==> config.mk <==
export PLATFORM = sky130hd
export DESIGN_NAME = npc_unit
export DESIGN_NICKNAME = d
export VERILOG_FILES = /design/src/rtl/npc_pkg.sv /design/src/rtl/npc_cond.sv /design/src/rtl/npc_target.sv /design/src/rtl/npc_unit.sv
export SDC_FILE = /design/constraint.sdc
export NUM_CORES = 1
export LEC_CHECK = 0
export ABC_AREA = 1
export BUFFER_PORTS_ARGS = -buffer_cell sky130_fd_sc_hd__buf_2
export CAP_MARGIN = 30
export CORE_ASPECT_RATIO = 1.25
export CORE_MARGIN = 2
export CORE_UTILIZATION = 52
export CTS_CLUSTER_SIZE = 20
export DETAILED_ROUTE_END_ITERATION = 10
export GPL_TIMING_DRIVEN = 1
export PLACE_DENSITY_LB_ADDON = 0.3
export SETUP_SLACK_MARGIN = 0.4
export SYNTH_ARGS = -nofsm -noshare
export SYNTH_HDL_FRONTEND = slang
export SYNTH_HIERARCHICAL = 1
export SYNTH_SLANG_ARGS = --single-unit
==> constraint.sdc <==
create_clock -name clk -period 3.2 [get_ports clk]
set_clock_uncertainty 0.2 [all_clocks]
set_input_delay 0.32 -clock clk [delete_from_list [all_inputs] [get_ports clk]]
set_output_delay 0.32 -clock clk [all_outputs]
set_load 0.01 [all_outputs]
==> src/rtl/npc_pkg.sv <==
package npc_pkg;
  localparam int FLOW_W = 3;

  typedef enum logic [FLOW_W-1:0] {
    FLOW_SEQ  = 3'd0,
    FLOW_BRZ  = 3'd1,
    FLOW_BRNZ = 3'd2,
    FLOW_BRN  = 3'd3,
    FLOW_JREL = 3'd4,
    FLOW_JREG = 3'd5,
    FLOW_RET  = 3'd6,
    FLOW_ERET = 3'd7
  } flow_e;
endpackage

==> src/rtl/npc_cond.sv <==
module npc_cond
  import npc_pkg::*;
#(
  parameter int W = 16
) (
  input  logic [FLOW_W-1:0] flow,
  input  logic [W-1:0]      rs,
  output logic              redirect
);
  always_comb begin
    unique case (flow_e'(flow))
      FLOW_SEQ:  redirect = 1'b0;
      FLOW_BRZ:  redirect = (rs == '0);
      FLOW_BRNZ: redirect = (rs != '0);
      FLOW_BRN:  redirect = rs[W-1];
      default:   redirect = 1'b1;
    endcase
  end
endmodule

==> src/rtl/npc_target.sv <==
module npc_target
  import npc_pkg::*;
#(
  parameter int W = 16
) (
  input  logic [FLOW_W-1:0] flow,
  input  logic [W-1:0]      pc_inc,
  input  logic [W-1:0]      rs,
  input  logic [W-1:0]      r7,
  input  logic [W-1:0]      epc,
  input  logic [W-1:0]      imm,
  output logic [W-1:0]      target
);
  logic [W-1:0] rel_sum;
  logic [W-1:0] reg_sum;

  assign rel_sum = pc_inc + imm;
  assign reg_sum = rs + imm;

  always_comb begin
    unique case (flow_e'(flow))
      FLOW_JREG: target = reg_sum;
      FLOW_RET:  target = r7;
      FLOW_ERET: target = epc;
      default:   target = rel_sum;
    endcase
  end
endmodule

==> src/rtl/npc_unit.sv <==
module npc_unit
  import npc_pkg::*;
#(
  parameter int          W      = 16,
  parameter int          INSN_B = 2,
  parameter logic [15:0] VECTOR = 16'h0002
) (
  input  logic              clk,
  input  logic              rst,
  input  logic              step,
  input  logic [FLOW_W-1:0] flow,
  input  logic [W-1:0]      rs_val,
  input  logic [W-1:0]      r7_val,
  input  logic [W-1:0]      imm,
  input  logic              halt,
  input  logic              illegal,
  output logic [W-1:0]      pc,
  output logic [W-1:0]      link,
  output logic [W-1:0]      epc,
  output logic              halted
);
  localparam logic [W-1:0] STRIDE = W'(INSN_B);
  localparam logic [W-1:0] VEC_W  = W'(VECTOR);

  logic [W-1:0] pc_q, epc_q, pc_inc, target;
  logic         halted_q, redirect, advance;

  assign pc_inc  = pc_q + STRIDE;
  assign advance = step && !halted_q;

  npc_cond #(.W(W)) u_cond (
    .flow     (flow),
    .rs       (rs_val),
    .redirect (redirect)
  );

  npc_target #(.W(W)) u_target (
    .flow   (flow),
    .pc_inc (pc_inc),
    .rs     (rs_val),
    .r7     (r7_val),
    .epc    (epc_q),
    .imm    (imm),
    .target (target)
  );

  always_ff @(posedge clk) begin
    if (rst) begin
      pc_q     <= '0;
      epc_q    <= '0;
      halted_q <= 1'b0;
    end else if (advance) begin
      if (illegal) begin
        epc_q <= pc_inc;
        pc_q  <= VEC_W;
      end else if (halt) begin
        pc_q     <= pc_inc;
        halted_q <= 1'b1;
      end else begin
        pc_q <= redirect ? target : pc_inc;
      end
    end
  end

  assign pc     = pc_q;
  assign epc    = epc_q;
  assign halted = halted_q;
  assign link   = pc_inc;

  AST_HOLD_NO_STEP: assert property (@(posedge clk) disable iff (rst)
    !step |=> ($stable(pc_q) && $stable(epc_q) && $stable(halted_q)));
  AST_SEQ_STRIDE: assert property (@(posedge clk) disable iff (rst)
    (advance && !illegal && !halt && flow == FLOW_SEQ) |=> pc_q == $past(pc_q) + STRIDE);
  AST_HALT_FREEZE: assert property (@(posedge clk) disable iff (rst)
    halted_q |=> ($stable(pc_q) && $stable(epc_q) && halted_q));
  AST_EXC_VECTOR: assert property (@(posedge clk) disable iff (rst)
    (advance && illegal) |=> (pc_q == VEC_W && !halted_q));
  AST_EPC_ONLY_EXC: assert property (@(posedge clk) disable iff (rst)
    !(advance && illegal) |=> $stable(epc_q));
  AST_RET_R7: assert property (@(posedge clk) disable iff (rst)
    (advance && !illegal && !halt && flow == FLOW_RET) |=> pc_q == $past(r7_val));
endmodule

==> flow_metrics.py <==
metrics = {
    "placement": {
        "hpwl_um": 8390,
        "place_area_sq_um": 3920,
        "pre_cts_ws_ns": 0.0311,
        "gp_congestion": 0.984,
        "dp.cells": 758,
        "portBuffers": 104,
    },
    "drt": {
        "finalWirelength_um": 11400,
        "via_per_inst": 5.45,
        "routedWlPerCell_um": 14.6,
        "vias": 4243,
        "drtPass1Iterations": 5,
        "ant_nets": 0,
        "drtIter0Drc": 297,
        "drc_errors": 0,
    },
    "grt": {
        "antenna_found_initial": 0,
        "grt_pass1_wl_um": 17200,
        "grt_pass1_vias": 3865,
        "grt_max_degree": 21,
        "grt_overflow": 0,
        "grt_usage_pct": 31.5,
    },
    "clocking": {
        "cts_root_buf": "clkbuf_8",
        "clk_pin_slew_ns": 0.07,
        "cts_tree": "yes",
        "htree_levels": 2,
        "clock_latency_ns": 0.29,
        "cts.sinks": 33,
        "clockBufferDepth": 2,
        "numCtsBuffers": 5,
    },
    "timing": {
        "relSlewSlack_pct": 59.0,
        "setup_slack_ns": 0.0941,
        "drv_slew": 0,
        "hold_viol_final": 0,
        "worst_pin_slew_ns": 0.614,
        "rsz0062_at_grt": "yes",
        "holdWs_ns": 0.0957,
        "setup_violations": 0,
        "fmax_mhz": 322,
        "post-route-min-period_ns": 3.11,
        "period_share_pct": 97.1,
    },
    "synth": {
        "postSynthAreaPerCell_sq_um": 5.68,
        "async_reset_ff_share_pct": 0,
        "yosysSeqAreaShare_pct": 20.4,
        "synth.most_common_cell": "nand2_1",
        "ys.flop_type": "dfxtp_1",
        "synth_area_leaders": "nand2_1 24%, dfxtp_1 20%, inv_1 8.3%, ha_1 7.0%, nand3_1 6.2%",
        "synth_seq_cells": 33,
        "synth_area_sq_um": 3240,
        "synth_edf_count": 0,
        "synthTopCellsByCount": "205 x nand2_1, 72 x inv_1, 53 x nor2_1",
        "syn_nets": 645,
        "synth_top_area_share_pct": 23.8,
        "yosysWarnings": 6,
        "synth_top_area_cell": "nand2_1",
        "syn_inst": 570,
        "netlist-cell-type-count": 35,
    },
    "job": {
        "maxCapViolations": 0,
    },
    "critical_path": {
        "crit_top_cell": "nand2_1",
        "critPathCaptureType": "flip-flop",
        "crit_fanout": 5,
        "critPathKind": "flip-flop to flip-flop",
        "critPathLaunchType": "flip-flop",
        "worstPathArrival_ns": 3.13,
        "critical_path.slowest_cell": "dfxtp_4",
        "worst_ep_required_time_ns": 3.22,
        "crit_chain": "ha_4 -> nand2_4 -> nor2_4 -> nand4_1 -> and2_1 -> inv_1 -> nand2_1 -> nand2_1 -> ha_4 -> nand2_1 -> inv_1 -> nand2_2 -> nand2_2 -> a21oi_2 -> nand2_1 -> nand2_1 -> nand3_1 -> nand2_1 -> nor2_1 -> nor2_1 -> nand2_1 -> a21oi_2",
        "slowest_delay_ns": 0.38,
    },
    "floorplanning": {
        "core-area_sq_um": 6090,
        "die_w_um": 74.6,
        "io_pins": 105,
        "die_area_sq_um": 6880,
        "initial_core_util_pct": 53.2,
        "rows": 32,
        "die_y_um": 92.2,
    },
    "pwr": {
        "seqPwrFrac_pct": 35.5,
        "pwr_density_cell_nw_per_um2": 284,
        "clock_power_share_pct": 23.6,
        "p_int_uw": 785,
        "p_leak_nw": 2.37,
        "peakVddDrop_v": 0.000256,
        "p_sw_uw": 482,
        "combinationalPowerShare_pct": 40.9,
        "swShare_pct": 38.1,
    },
    "worst_hold_path": {
        "min-delay-path-class": "input port to flip-flop",
    },
    "finish": {
        "fillers": 517,
        "num_antenna_cells": 0,
        "finalNonFillerCells": 778,
        "synthToLayoutAreaGrowth_pct": 38.0,
        "final_area_sq_um": 4470,
        "drive_above_1_share_pct": 32.6,
        "final_nets": 767,
    },
    "outcome": {
        "status": "finished, final reports clean",
    },
}
## routing by layer
metal	vias up	wire length, um	global-route usage (%)
met4	0	482	14.0
met3	42	850	2.86
li1	2065	-	-
met1	1928	4420	40.0
met2	208	5610	52.9
met5	-	0	0
## worst paths after layout
path                            from                  end  slack, ns  depth (start not counted)
hold / removal                  halt  halted$_SDFFE_PP0P_        0.1                          3
hold reg to reg   pc[3]$_SDFFE_PP0P_   pc[3]$_SDFFE_PP0P_       0.28                          2
setup reg to reg  pc[2]$_SDFFE_PP0P_  pc[14]$_SDFFE_PP0P_       0.09                         22
setup / recovery  pc[2]$_SDFFE_PP0P_  pc[14]$_SDFFE_PP0P_       0.09                         22
## cell usage in the layout (no fill, tap or decap), types with 4 or more instances in the layout
cell      instances
a21oi_1          27
buf_4            25
nor2_1           48
o21ai_0          21
nand2_1         183
ha_4             11
ha_1              6
dfxtp_4           4
nand3_1          37
inv_1            69
nand4_1           7
clkbuf_8          5
a22oi_1          14
nand2_2          20
o21ai_1           6
buf_2           104
nand3_2           4
nor2_4            8
nand3b_1          4
dfxtp_1          27
nor2_2           11
a21oi_2           7
inv_2             7
## final cells by class
class,instances,area (sq um),area share [%]
timing repair buffer,130,728,16.3
inverter,76,285,6.38
sequential,33,678,15.2
multi-input combinational,446,2590,58.0
clock buffer,5,68.8,1.54
tap,85,106,2.38
clock inverter,3,12.5,0.280
## power by group through the flow
stage,combinational [mW],clock (mW),sequential [mW]
detailed placement,0.426,0,0.458
global placement,0.421,0,0.458
CTS,0.473,0.301,0.448
floorplan,0.272,0,0.466
finish,0.519,0.299,0.450
global route,0.566,0.315,0.451
## critical path: cells and delay by family, from the launching register on
kind,cells,cell delay (ns)
buffers and inverters,2,0.17
flip-flops,1,0.38
adder cells (fa/ha/maj),2,0.39
AND/OR/NAND/NOR,16,1.60
AO/OA/AOI/OAI,2,0.28
## sequential cells by signal (all words and copies together) (netlist names)
name,count
epc,16
pc,16
halted,1
## repair_timing
| action | CTS | global route |
|---|---|---|
| gates cloned | 0 | 0 |
| pin swaps | 15 | 30 |
| resized for setup | 44 | 34 |
| hold buffers | 0 | 0 |
| buffers inserted | 8 | 4 |
| setup endpoints to repair | 9 | 11 |
| hold endpoints to repair | 0 | 0 |
## logic make-up after synthesis
kind of cell / Yosys count / synth area share, %
fa+ha+maj: 19 / 7.57
buf+inv: 91 / 11.2
flops: 33 / 20.4
simple gates: 335 / 43.8
xor+xnor: 8 / 2.16
compound gates: 84 / 14.9
## per-stage QoR
step           TNS [ns]  util (%)  total power, mW
2_1_floorplan         0         -            0.738
3_3_place_gp          0      64.4            0.878
3_5_place_dp          0      64.4            0.884
4_1_cts               0      70.6             1.22
5_1_grt         -0.0635      73.4             1.33
6_report              0      73.4             1.27
No activity file was read; power rests on OpenSTA's default activity.
